**config.mk**
```make
export PLATFORM = sky130hd
export DESIGN_NAME = slowtick_wr_ctrl
export DESIGN_NICKNAME = d
export VERILOG_FILES = /design/src/rtl/rtcw_pkg.sv /design/src/rtl/rtcw_prescaler.sv /design/src/rtl/rtcw_stage.sv /design/src/rtl/rtcw_status.sv /design/src/rtl/slowtick_wr_ctrl.sv
export SDC_FILE = /design/constraint.sdc
export NUM_CORES = 1
export LEC_CHECK = 0
export BUFFER_PORTS_ARGS = -buffer_cell sky130_fd_sc_hd__buf_4
export CAP_MARGIN = 30
export CORE_AREA = 5 5 94 96
export DETAILED_ROUTE_END_ITERATION = 12
export DIE_AREA = 0 0 99 101
export PLACE_DENSITY = 0.78
export SLEW_MARGIN = 25
export SYNTH_ARGS = -nofsm -noshare
export SYNTH_HDL_FRONTEND = slang
export SYNTH_SLANG_ARGS = --single-unit
```
**constraint.sdc**
```tcl
create_clock -name clk -period 3 [get_ports clk]
set_input_delay 0.3 -clock clk [delete_from_list [all_inputs] [get_ports clk]]
set_output_delay 0.3 -clock clk [all_outputs]
set_load 0.02 [all_outputs]
```
**src/rtl/rtcw_pkg.sv**
```systemverilog
package rtcw_pkg;
  localparam int SEL_W  = 3;
  localparam int EVT_W  = 7;
  localparam int STAT_W = 16;

  localparam logic [SEL_W-1:0] SEL_TIME   = 3'd0;
  localparam logic [SEL_W-1:0] SEL_ALARM  = 3'd1;
  localparam logic [SEL_W-1:0] SEL_IMASK  = 3'd2;
  localparam logic [SEL_W-1:0] SEL_PRESC  = 3'd3;
  localparam logic [SEL_W-1:0] SEL_SWATCH = 3'd4;
  localparam logic [SEL_W-1:0] SEL_ICLR   = 3'd5;

  localparam int BIT_DONE = 15;
  localparam int BIT_PEND = 14;

  // bits of status that are sticky / enableable
  localparam logic [STAT_W-1:0] STICKY_MASK = 16'h807F;

  function automatic logic is_timed(input logic [SEL_W-1:0] sel);
    return (sel <= SEL_SWATCH);
  endfunction
endpackage

```
**src/rtl/rtcw_prescaler.sv**
```systemverilog
module rtcw_prescaler #(
  parameter int PRESCALE = 32768
) (
  input  logic clk,
  input  logic rst,
  input  logic raw_tick_i,
  input  logic pen_i,
  output logic tick_now_o,
  output logic tick_o
);
  localparam int CNT_W = (PRESCALE > 2) ? $clog2(PRESCALE) : 1;
  localparam logic [CNT_W-1:0] LAST = CNT_W'(PRESCALE - 1);

  logic [CNT_W-1:0] cnt_q;
  logic             wrap;

  assign wrap       = (cnt_q == LAST);
  assign tick_now_o = raw_tick_i & (~pen_i | wrap);

  always_ff @(posedge clk) begin
    if (rst) begin
      cnt_q  <= '0;
      tick_o <= 1'b0;
    end else begin
      tick_o <= tick_now_o;
      if (!pen_i)          cnt_q <= '0;
      else if (raw_tick_i) cnt_q <= wrap ? '0 : cnt_q + 1'b1;
    end
  end

  // with prescaler off every raw pulse yields a tick
  a_r7_raw_when_off: assert property (@(posedge clk) disable iff (rst)
    (raw_tick_i && !pen_i) |=> tick_o);
endmodule

```
**src/rtl/rtcw_stage.sv**
```systemverilog
module rtcw_stage
  import rtcw_pkg::*;
#(
  parameter int DATA_W = 32
) (
  input  logic              clk,
  input  logic              rst,
  input  logic              wr_en_i,
  input  logic [SEL_W-1:0]  wr_sel_i,
  input  logic [DATA_W-1:0] wr_data_i,
  input  logic              tick_i,
  output logic              pend_o,
  output logic              fire_o,
  output logic [SEL_W-1:0]  stg_sel_o,
  output logic [DATA_W-1:0] stg_data_o,
  output logic              commit_vld_o,
  output logic [SEL_W-1:0]  commit_sel_o,
  output logic [DATA_W-1:0] commit_data_o
);
  logic accept;

  assign accept = wr_en_i & is_timed(wr_sel_i) & ~pend_o;
  assign fire_o = tick_i & pend_o;

  always_ff @(posedge clk) begin
    if (rst) begin
      pend_o       <= 1'b0;
      commit_vld_o <= 1'b0;
    end else begin
      commit_vld_o <= fire_o;
      if (fire_o) pend_o <= 1'b0;
      if (accept) pend_o <= 1'b1;
    end
  end

  always_ff @(posedge clk) begin
    if (accept) begin
      stg_sel_o  <= wr_sel_i;
      stg_data_o <= wr_data_i;
    end
    if (fire_o) begin
      commit_sel_o  <= stg_sel_o;
      commit_data_o <= stg_data_o;
    end
  end

  // pending persists until a tick arrives
  a_r3_pend_until_tick: assert property (@(posedge clk) disable iff (rst)
    (pend_o && !tick_i) |=> pend_o);
  // the staged value cannot change while a write is pending
  a_r2_staged_stable: assert property (@(posedge clk) disable iff (rst)
    pend_o |=> ($stable(stg_data_o) && $stable(stg_sel_o)) || !$past(pend_o));
endmodule

```
**src/rtl/rtcw_status.sv**
```systemverilog
module rtcw_status
  import rtcw_pkg::*;
(
  input  logic              clk,
  input  logic              rst,
  input  logic [EVT_W-1:0]  evt_i,
  input  logic              done_set_i,
  input  logic [STAT_W-1:0] clr_i,
  input  logic [STAT_W-1:0] en_next_i,
  output logic              done_o,
  output logic [EVT_W-1:0]  evt_o,
  output logic              irq_o
);
  logic             done_d;
  logic [EVT_W-1:0] evt_d;
  logic [STAT_W-1:0] sticky_d;

  assign done_d   = (done_o & ~clr_i[BIT_DONE]) | done_set_i;
  assign evt_d    = (evt_o & ~clr_i[EVT_W-1:0]) | evt_i;
  assign sticky_d = {done_d, 1'b0, {(STAT_W-EVT_W-2){1'b0}}, evt_d};

  always_ff @(posedge clk) begin
    if (rst) begin
      done_o <= 1'b0;
      evt_o  <= '0;
      irq_o  <= 1'b0;
    end else begin
      done_o <= done_d;
      evt_o  <= evt_d;
      irq_o  <= |(sticky_d & en_next_i & STICKY_MASK);
    end
  end

  // an event is never lost to a simultaneous clear
  a_r8_set_wins: assert property (@(posedge clk) disable iff (rst)
    (|evt_i) |=> ((evt_o & $past(evt_i)) == $past(evt_i)));
  a_r8_done_wins: assert property (@(posedge clk) disable iff (rst)
    done_set_i |=> done_o);
endmodule

```
**src/rtl/slowtick_wr_ctrl.sv**
```systemverilog
module slowtick_wr_ctrl
  import rtcw_pkg::*;
#(
  parameter int PRESCALE = 32768,
  parameter int DATA_W   = 32
) (
  input  logic              clk,
  input  logic              rst,
  input  logic              raw_tick_i,
  input  logic              wr_en_i,
  input  logic [2:0]        wr_sel_i,
  input  logic [DATA_W-1:0] wr_data_i,
  input  logic [6:0]        evt_i,
  output logic              tick_o,
  output logic              commit_vld_o,
  output logic [2:0]        commit_sel_o,
  output logic [DATA_W-1:0] commit_data_o,
  output logic [15:0]       status_o,
  output logic [15:0]       enable_o,
  output logic              prescale_en_o,
  output logic              irq_o
);
  logic              tick_now, fire, pend, done;
  logic [SEL_W-1:0]  stg_sel;
  logic [DATA_W-1:0] stg_data;
  logic [EVT_W-1:0]  evt_st;
  logic [STAT_W-1:0] clr, en_d;

  rtcw_prescaler #(.PRESCALE(PRESCALE)) u_div (
    .clk(clk), .rst(rst), .raw_tick_i(raw_tick_i), .pen_i(prescale_en_o),
    .tick_now_o(tick_now), .tick_o(tick_o));

  rtcw_stage #(.DATA_W(DATA_W)) u_stage (
    .clk(clk), .rst(rst), .wr_en_i(wr_en_i), .wr_sel_i(wr_sel_i),
    .wr_data_i(wr_data_i), .tick_i(tick_now), .pend_o(pend), .fire_o(fire),
    .stg_sel_o(stg_sel), .stg_data_o(stg_data), .commit_vld_o(commit_vld_o),
    .commit_sel_o(commit_sel_o), .commit_data_o(commit_data_o));

  assign clr  = (wr_en_i && wr_sel_i == SEL_ICLR) ? wr_data_i[STAT_W-1:0] : '0;
  assign en_d = (fire && stg_sel == SEL_IMASK) ? (stg_data[STAT_W-1:0] & STICKY_MASK)
                                               : enable_o;

  rtcw_status u_stat (
    .clk(clk), .rst(rst), .evt_i(evt_i), .done_set_i(fire), .clr_i(clr),
    .en_next_i(en_d), .done_o(done), .evt_o(evt_st), .irq_o(irq_o));

  always_ff @(posedge clk) begin
    if (rst) begin
      enable_o      <= '0;
      prescale_en_o <= 1'b1;
    end else begin
      enable_o <= en_d;
      if (fire && stg_sel == SEL_PRESC) prescale_en_o <= stg_data[0];
    end
  end

  assign status_o = {done, pend, {(STAT_W-EVT_W-2){1'b0}}, evt_st};

  // a commit strobe only ever accompanies a slow tick
  a_r1_commit_on_tick: assert property (@(posedge clk) disable iff (rst)
    commit_vld_o |-> tick_o);
  // write complete is set whenever a commit is delivered
  a_r4_done_on_commit: assert property (@(posedge clk) disable iff (rst)
    commit_vld_o |-> status_o[BIT_DONE]);
  // interrupt only from an enabled status bit
  a_r6_irq_masked: assert property (@(posedge clk) disable iff (rst)
    irq_o |-> |(status_o & enable_o));
  // state straight after reset
  a_r9_reset_state: assert property (@(posedge clk) disable iff (rst)
    $past(rst) |-> (enable_o == '0 && prescale_en_o && !status_o[BIT_PEND]));
endmodule

```
==> flow_metrics.env, run 1 <==
export IMPL_worst_setup_path_start_kind="register"
export IMPL_path_cells="ha_1, nand4_4, o41ai_4, nand3_1, buf_4, a221o_1, o21ai_1, a21oi_1"
export IMPL_peakVddDrop_mv=0.2298
export IMPL_synthCells=266
export IMPL_numPortBuffers=101
export IMPL_status="completed"
export IMPL_cellLeakagePower_nw=1.974
export IMPL_grt_max_degree=27
export IMPL_met1_length_um=3177
export IMPL_cp_end_kind="register"
export IMPL_holdPathEnd="u_stage.stg_data_o[7]$_DFFE_PP_"
export IMPL_reg2reg_to="u_stat.irq_o$_SDFF_PP0_"
export IMPL_critical_path_max_stage_delay_ps=420
export IMPL_syn_cell_area_um2=3830
export IMPL_critPathTopFamily="compound AO/OA/AOI/OAI gates"
export IMPL_clockRootBuffer="clkbuf_8"
export IMPL_ant_nets=0
export IMPL_wl_um=7635
export IMPL_fin_cells=483
export IMPL_drt_pass1_iter_count=4
export IMPL_cts_buffers=9
export IMPL_avgSynthCellArea_um2=14.40
export IMPL_rows=33
export IMPL_maxCapViolCount=0
export IMPL_total_power_mw=2.571
export IMPL_post_cts_buffers=0
export IMPL_fill_cells=605
export IMPL_worstPathMaxFanout=7
export IMPL_chipWidth_um=99
export IMPL_hp_start="wr_data_i[7]"
export IMPL_nNetsFinal=420
export IMPL_reg2reg_slack_ps=690
export IMPL_drt_iter0_markers=114
export IMPL_dp_hpwl_um=5656
export IMPL_crit_type="reg -> reg"
export IMPL_route_vias_total=2368
export IMPL_antenna_cells=0
export IMPL_hold_buffers=0
export IMPL_setup_viol=0
export IMPL_crit_buf_inv=1
export IMPL_synth_ff_type="edfxtp_1"
export IMPL_clock_skew_ps=9.604
export IMPL_grt_pass1_wl_um=11610
export IMPL_met2_length_um=3651
export IMPL_h_tree_depth=3
export IMPL_pwr_density_cell_nw_per_um2=530.9
export IMPL_synth_yosys_seq_area_share=0.7370
export IMPL_async_flop_share=0
export IMPL_drive_gt1_frac=0.3333
export IMPL_antenna_found_initial=0
export IMPL_core_area_um2=7969
export IMPL_path_clk_slew_ps=100
export IMPL_dieArea_um2=9999
export IMPL_setup_tns_ps=0
export IMPL_syn_to_final_growth_pct=26.46
export IMPL_clkSinkCount=106
export IMPL_initial_core_util=0.4806
export IMPL_cts_tree="done"
export IMPL_wl_met3_um=624
export IMPL_hold_depth=1
export IMPL_grt_overflow_total=0
export IMPL_dr_max_layer_used="met4"
export IMPL_timing_rr_start="u_div.cnt_q[0]$_SDFFE_PP0P_"
export IMPL_dp_cells=467
export IMPL_clock_latency_ps=370
export IMPL_ioPinCount=117
export IMPL_drc=0
export IMPL_via_per_inst=4.903
export IMPL_fp_dieH_um=101
export IMPL_cts_resized=0
export IMPL_slew_viol_final=0
export IMPL_cp_required_ps=3250
export IMPL_fin_crit_sh=0.7704
export IMPL_clk_path_buf_depth=2
export IMPL_ys_warn_count=0
export IMPL_crit_arrival_ps=2560
export IMPL_grt_use_total=0.1530
export IMPL_max_clock_freq_mhz=432.7
export IMPL_ff2ff_path_depth=8
export IMPL_rsz0062_at_grt="no"
export IMPL_gp_congestion=0.8022
export IMPL_hp_class="in -> reg"
export IMPL_hold_viol_final=0
export IMPL_crit_slowest_cell="o41ai_4"
export IMPL_netlist_area_leader_share=0.5488
export IMPL_synth_top_area_cell="edfxtp_1"
export IMPL_ys_seq_elements=106
export IMPL_fin_crit_ps=2311
export IMPL_first_global_vias=2348
export IMPL_netlist_top_cells_area="edfxtp_1 55%, dfxtp_1 19%, nor2_1 3.4%, buf_4 3.3%, mux2i_1 2.4%"
export IMPL_ys_types=43
export IMPL_routedWlPerCell_um=15.81
export IMPL_fin_util=0.6078
export IMPL_synth_edff_count=70
## per-stage QoR
step | setup slack (ps) | cell area, um2 | hold WS (ps)
after floorplan | 523.6 | 3882 | 371.6
after global placement | 799.2 | 4661 | 400.9
after detailed placement | 690.3 | 4661 | 404.5
after CTS | 656.4 | 4843 | 84.89
after global routing | 480.5 | 4843 | 73.92
final | 688.8 | 4843 | 101.5
## sequential cells by signal (all words and copies together), names as in the netlist, 3 cells and up
signal	cells
u_stage.stg_sel_o	3
enable_o	8
u_stat.evt_o	7
u_stage.stg_data_o	32
u_div.cnt_q	15
u_stage.commit_sel_o	3
u_stage.commit_data_o	32
## report_power, final
part / switching (mW) / total [mW] / internal, mW
Combinational: 0.0830 / 0.148 / 0.0653
Clock: 0.494 / 0.811 / 0.317
Sequential: 0.0182 / 1.61 / 1.59
Total: 0.595 / 2.57 / 1.98
## area by class of cell
class	instances	area [um2]	share of cell area
Clock buffer	9	123.9	0.02557
Clock inverter	7	58.81	0.01214
Inverter	7	26.28	0.005425
Multi-Input combinational cell	145	887.1	0.1832
Sequential cell	106	2823	0.5828
Tap cell	105	131.4	0.02712
Timing Repair Buffer	104	793.3	0.1638
## cells in the mapped netlist (2+ instances only)
master	instances
nor2b_1	7
a21oi_1	7
o22a_1	2
inv_1	6
mux2i_1	9
a221o_1	2
nor3_1	2
xor2_1	8
nand4_1	5
buf_4	17
nand3b_1	2
dfxtp_1	36
edfxtp_1	70
nand2_1	14
nand2b_1	4
xnor2_1	3
a31oi_1	5
nor2_1	35
clkbuf_1	4
o21ai_0	2
nand3_1	4
## layer usage
metal  global-route usage  vias to the layer above
met5                    0                        -
met4              0.06828                        0
met3              0.04637                       16
met2               0.2490                      118
met1               0.1890                     1093
li1                     -                     1141
## kinds of logic after synthesis
logic type      synth area share
other cells            0.0009791
mux                      0.02646
xor+xnor                 0.02516
simple gates              0.1065
fa+ha+maj               0.003266
compound gates           0.05358
buf+inv                  0.04704
flops                     0.7370
## layout by cell type (no fill, tap or decap), drive strengths merged, types with 2 or more instances in the layout
cell type,n
nor2,35
inv,11
clkbuf,9
nand3b,2
nor3,2
dfxtp,36
a221o,2
xor2,8
conb,15
o21ai,3
buf,104
nand3,4
nand2,14
xnor2,3
a31oi,5
a21oi,7
clkinv,3
nor2b,7
edfxtp,70
nand4,7
o22a,2
mux2i,9
nand2b,4
## worst max path at each step
stage / cells after the start / startpoint / endpoint
2_1_floorplan: 3 / wr_sel_i[0] / u_stage.stg_data_o[0]$_DFFE_PP_
3_3_place_gp: 8 / u_div.cnt_q[0]$_SDFFE_PP0P_ / u_stat.irq_o$_SDFF_PP0_
3_5_place_dp: 8 / u_div.cnt_q[0]$_SDFFE_PP0P_ / prescale_en_o$_SDFFE_PP1P_
4_1_cts: 8 / u_div.cnt_q[0]$_SDFFE_PP0P_ / prescale_en_o$_SDFFE_PP1P_
5_1_grt: 8 / u_div.cnt_q[0]$_SDFFE_PP0P_ / prescale_en_o$_SDFFE_PP1P_
6_report: 8 / u_div.cnt_q[0]$_SDFFE_PP0P_ / u_stat.irq_o$_SDFF_PP0_
Power figures use the tool's default switching activity.
==> run 2, diff against run 1 <==
Settings changed: CORE_AREA 5 5 94 96 to 5 5 98 100, DIE_AREA 0 0 99 101 to 0 0 103 105, PLACE_DENSITY 0.78 to 0.75.
Clock period 3 ns to 2 ns, I/O delays scaled along.
==> run 2 against run 1 <==
Clock skew decreased by 3.5 ps. Critical path depth unchanged. Worst hold slack got worse by 81 ps. Register-to-register slack got worse by 550 ps. First-iteration DRC count decreased by 39%. Non-clock buffer count increased by 9. Total power increased by 51%. Global-route usage decreased by 0.75 points. Maximum frequency increased by 24%. Sequential share of layout area decreased by 1.5 points. Clock power increased by 53%. Sequential power increased by 50%. Critical path type unchanged. Critical endpoint is now prescale_en_o$_SDFFE_PP1P_. Largest cell class unchanged. Highest routed layer unchanged.
==> flow_metrics.env, run 2 (same netlist as run 1, synthesis figures left out) <==
export IMPL_status="completed"
export IMPL_maxCapViolCount=0
export IMPL_critical_path_max_stage_delay_ps=440
export IMPL_syn_to_final_growth_pct=29.96
export IMPL_max_clock_freq_mhz=536.8
export IMPL_critPathTopFamily="simple AND/OR/NAND/NOR gates"
export IMPL_gp_congestion=0.7537
export IMPL_core_area_um2=8593
export IMPL_via_per_inst=4.779
export IMPL_ant_nets=0
export IMPL_whs_ps=20.21
export IMPL_clockRootBuffer="clkbuf_8"
export IMPL_hp_class="in -> reg"
export IMPL_numPortBuffers=101
export IMPL_crit_type="reg -> reg"
export IMPL_grt_overflow_total=0
export IMPL_grt_max_degree=28
export IMPL_timing_rr_start="u_div.cnt_q[4]$_SDFFE_PP0P_"
export IMPL_crit_arrival_ps=2110
export IMPL_drive_gt1_frac=0.3575
export IMPL_p_sw_frac=0.2096
export IMPL_route_vias_total=2361
export IMPL_internal_power_mw=3.073
export IMPL_setup_tns_ps=0
export IMPL_fp_dieH_um=105
export IMPL_clk_path_buf_depth=2
export IMPL_dp_cells=475
export IMPL_cellLeakagePower_nw=2.015
export IMPL_worstPathMaxFanout=5
export IMPL_worst_setup_path_start_kind="register"
export IMPL_chipWidth_um=103
export IMPL_grt_use_total=0.1455
export IMPL_ioPinCount=117
export IMPL_antenna_found_initial=0
export IMPL_reg_largest_list="u_stage.commit_data_o (32), u_stage.stg_data_o (32), u_div.cnt_q (15)"
export IMPL_mostFrequentLayoutCells="108 x buf_4, 70 x edfxtp_1, 34 x nor2_1"
export IMPL_slew_viol_final=0
export IMPL_total_power_mw=3.888
export IMPL_cp_end_kind="register"
export IMPL_rows=34
export IMPL_cp_required_ps=2250
export IMPL_drt_iter0_markers=69
export IMPL_clock_latency_ps=350
export IMPL_h_tree_depth=3
export IMPL_power_frac_comb=0.060
export IMPL_initial_core_util=0.4457
export IMPL_cts_tree="done"
export IMPL_pwr_density_cell_nw_per_um2=781.2
export IMPL_pwr_share_clk=0.318
export IMPL_nNetsFinal=429
export IMPL_dp_hpwl_um=5700
export IMPL_path_clk_slew_ps=90
export IMPL_fin_cells=494
export IMPL_clock_skew_ps=6.070
export IMPL_hp_start="wr_data_i[18]"
export IMPL_routedWlPerCell_um=15.50
export IMPL_antenna_cells=0
export IMPL_fin_util=0.5792
export IMPL_drt_pass1_iter_count=4
export IMPL_pwr_share_seq=0.623
export IMPL_path_cells="nand4_2, o41ai_4, buf_4, nand2_2, clkinv_4, nand4b_1, mux2i_1, nand2b_1"
export IMPL_fin_crit_ps=1863
export IMPL_grt_pass1_wl_um=11970
export IMPL_drc=0
export IMPL_wl_um=7659
export IMPL_crit_path_start="u_div.cnt_q[4]$_SDFFE_PP0P_"
export IMPL_crit_slowest_cell="dfxtp_1"
export IMPL_first_global_vias=2472
export IMPL_dieArea_um2=10820
export IMPL_power_switching_mw=0.8148
export IMPL_peakVddDrop_mv=0.4239
export IMPL_clkSinkCount=106
export IMPL_cts_buffers=9
export IMPL_crit_buf_inv=2
export IMPL_setup_viol=0
export IMPL_final_common_cell="buf_4"
export IMPL_hold_viol_final=0
export IMPL_fin_crit_sh=0.9315
## run 2: routing by layer
layer  wire length (um)  track usage  vias up
met2               3910       0.2507       77
met5                  0            0        -
met1               3114       0.1696     1116
met3                492      0.03664       11
li1                   -            -     1157
met4                140      0.06105        0
## run 2: layout make-up
class                           instances  area (um2)
Sequential cell                       106        2828
Fill cell                             720        3616
Inverter                                7       31.28
Clock buffer                           11       131.4
Tap cell                              108       135.1
Clock inverter                          4       53.80
Multi-Input combinational cell        145       907.1
Timing Repair Buffer                  113       890.9
## run 2: metrics by stage
stage          worst slack, ps  cell area, um2
6_report                 137.0            4977
3_5_place_dp            -5.513            4735
3_3_place_gp             54.17            4735
5_1_grt               -0.02354            4977
4_1_cts                  3.550            4922
2_1_floorplan            46.51            3892
## run 2: path summary, 6_finish.rpt
| kind | to | slack (ps) | cells after the start |
|---|---|---|---|
| min | u_stage.stg_data_o[18]$_DFFE_PP_ | 20 | 1 |
| min reg2reg | u_stage.commit_data_o[27]$_DFFE_PP_ | 430 | 0 |
| max reg2reg | prescale_en_o$_SDFFE_PP1P_ | 140 | 8 |
| max | prescale_en_o$_SDFFE_PP1P_ | 140 | 8 |
## run 2: what timing repair did
action / CTS / global route
buffers inserted: 0 / 2
pin swaps: 0 / 2
endpoints found under the setup margin: 19 / 39
endpoints found under the hold margin: 0 / 2
gates resized for setup: 1 / 7
hold buffers: 0 / 2
## run 2: power groups by stage
stage	clock, mW	sequential, mW	combinational, mW
2_1_floorplan	0	2.47	0.115
3_3_place_gp	0	2.47	0.223
3_5_place_dp	0	2.47	0.229
4_1_cts	1.28	2.42	0.229
5_1_grt	1.37	2.43	0.252
6_report	1.24	2.42	0.231
## run 2: worst register-to-register path: stages, from the launching register on
cell	delay, ps
dfxtp_1	440
nand4_2	200
o41ai_4	410
buf_4	170
nand2_2	90
clkinv_4	110
nand4b_1	110
mux2i_1	170
nand2b_1	60
==> run 3, diff against run 2 <==
Settings changed: CORE_AREA 5 5 98 100 to 5 5 94 96, DIE_AREA 0 0 103 105 to 0 0 99 101, PLACE_DENSITY 0.75 to 0.78.
Clock period 2 ns to 1.9 ns, I/O delays scaled along.
==> run 3 against run 2 <==
Cell count grew 7.9%. Critical endpoint is now u_stage.commit_data_o[16]$_DFFE_PP_. Die area shrank 7.5%. Clock-buffer cell count shrank 2.
==> flow_metrics.env, run 3 (same netlist as run 1, synthesis figures left out) <==
export IMPL_fin_crit_sh=0.9878
export IMPL_drc=0
export IMPL_wl_um=8045
export IMPL_path_cells="ha_4, nand4_4, o41ai_4, buf_4, nand2_4, inv_8, buf_12, clkbuf_16"
export IMPL_status="completed"
export IMPL_final_common_cell="buf_4"
export IMPL_fin_util=0.6836
export IMPL_mostFrequentLayoutCells="116 x buf_4, 70 x edfxtp_1, 34 x nor2_1"
export IMPL_drt_iter0_markers=74
export IMPL_grt_pass1_wl_um=12690
export IMPL_pwr_density_cell_nw_per_um2=779.1
export IMPL_cp_required_ps=1990
export IMPL_cellLeakagePower_nw=2.262
export IMPL_crit_type="reg -> reg"
export IMPL_route_vias_total=2599
export IMPL_maxCapViolCount=0
export IMPL_clkSinkCount=106
export IMPL_total_power_mw=4.245
export IMPL_max_clock_freq_mhz=532.8
export IMPL_reg_largest_list="u_stage.commit_data_o (32), u_stage.stg_data_o (32), u_div.cnt_q (15)"
export IMPL_gp_congestion=0.8084
export IMPL_ant_nets=0
export IMPL_crit_slowest_cell="o41ai_4"
export IMPL_grt_max_degree=23
export IMPL_path_clk_slew_ps=100
export IMPL_cts_tree="done"
export IMPL_via_per_inst=4.876
export IMPL_grt_overflow_total=0
export IMPL_ioPinCount=117
export IMPL_grt_use_total=0.1650
export IMPL_rsz0062_at_grt="yes"
export IMPL_fin_cells=533
export IMPL_drive_gt1_frac=0.3551
export IMPL_fin_crit_ps=1877
export IMPL_worstPathMaxFanout=6
export IMPL_critical_path_max_stage_delay_ps=410
export IMPL_setup_viol=0
export IMPL_slew_viol_final=0
export IMPL_drt_pass1_iter_count=4
export IMPL_dp_hpwl_um=5831
export IMPL_initial_core_util=0.4806
export IMPL_clk_path_buf_depth=2
export IMPL_hp_class="in -> reg"
export IMPL_cp_end_kind="register"
export IMPL_rows=33
export IMPL_crit_arrival_ps=1970
export IMPL_worst_setup_path_start_kind="register"
export IMPL_dieArea_um2=9999
export IMPL_h_tree_depth=3
export IMPL_nNetsFinal=470
export IMPL_dp_cells=476
export IMPL_routedWlPerCell_um=15.09
export IMPL_first_global_vias=2640
export IMPL_numPortBuffers=101
export IMPL_cts_buffers=9
export IMPL_peakVddDrop_mv=0.5624
export IMPL_antenna_cells=0
export IMPL_hold_viol_final=0
export IMPL_clock_latency_ps=360
export IMPL_setup_tns_ps=0
export IMPL_syn_to_final_growth_pct=42.24
export IMPL_clock_skew_ps=9.590
export IMPL_antenna_found_initial=0
export IMPL_clockRootBuffer="clkbuf_8"
export IMPL_chipWidth_um=99
export IMPL_core_area_um2=7969
export IMPL_fill_cells=551
export IMPL_fp_dieH_um=101
[run 3: cell count changes in the layout (fill, tap and decap cells not counted), moves of 2 or more]
cell           change
clkinvlp_4         -2
dfxtp_4            +2
inv_8              +3
clkbuf_1           -2
dlygate4sd3_1     +30
clkinv_2           +2
dfxtp_2            -3
clkbuf_16          +2
buf_4              +8
inv_6              +2
clkinv_4           -2
[run 3: critical path, delay by kind of cell (launching register included)]
family / cells / cell delay (ps)
AND/OR/NAND/NOR: 2 / 160
adder cells (fa/ha/maj): 1 / 140
buffers and inverters: 4 / 530
flip-flops: 1 / 380
AO/OA/AOI/OAI: 1 / 410
[run 3: path summary, 6_finish.rpt]
path | startpoint | end | slack, ps | cells past startpoint
setup / recovery | u_div.cnt_q[1]$_SDFFE_PP0P_ | u_stage.commit_data_o[16]$_DFFE_PP_ | 20 | 8
hold / removal | wr_sel_i[1] | u_stage.stg_sel_o[1]$_DFFE_PP_ | 40 | 1
setup reg to reg | u_div.cnt_q[1]$_SDFFE_PP0P_ | u_stage.commit_data_o[16]$_DFFE_PP_ | 20 | 8
hold reg to reg | u_stage.stg_data_o[10]$_DFFE_PP_ | u_stage.commit_data_o[10]$_DFFE_PP_ | 420 | 0
[run 3: repair_timing]
| action | 4_1_cts | 5_1_grt |
|---|---|---|
| hold endpoints to repair | 32 | 0 |
| cloned | 0 | 2 |
| setup buffers | 1 | 6 |
| resized for setup | 0 | 10 |
| setup endpoints to repair | 7 | 42 |
| hold buffers | 32 | 0 |
| pin swaps | 0 | 3 |
[run 3: per-layer routing]
metal | track usage | vias to the layer above | wire [um]
met4 | 0.07458 | 0 | 146
met2 | 0.2841 | 103 | 4121
met5 | 0 | - | 0
met3 | 0.05398 | 12 | 650
li1 | - | 1245 | -
met1 | 0.1869 | 1239 | 3127
[run 3: layout make-up]
type | count | area [um2] | area share
clock buffers | 9 | 123.9 | 0.02274
flip-flops and latches | 106 | 2831 | 0.5198
multi-input cells | 145 | 925.9 | 0.1700
clock inverters | 7 | 80.08 | 0.01470
inverters | 7 | 33.78 | 0.006201
well taps | 105 | 131.4 | 0.02412
repair buffers | 154 | 1321 | 0.2425
[run 3: where the power goes]
| part | leakage (nW) | internal, mW | switching [mW] | total [mW] |
|---|---|---|---|---|
| sequential | 0.937 | 2.52 | 0.0323 | 2.55 |
| combinational | 1.22 | 0.152 | 0.145 | 0.297 |
| clock | 0.108 | 0.633 | 0.767 | 1.40 |
| total | 2.26 | 3.30 | 0.944 | 4.24 |
[run 3: metrics by stage]
step	area [um2]	hold WS [ps]	setup WS (ps)
after global routing	5448	1.888	-33.78
after floorplan	3897	261.6	108.5
after detailed placement	4753	369.3	-3.891
final	5448	36.72	23.10
after global placement	4753	368.7	68.70
after CTS	5298	10.75	15.65
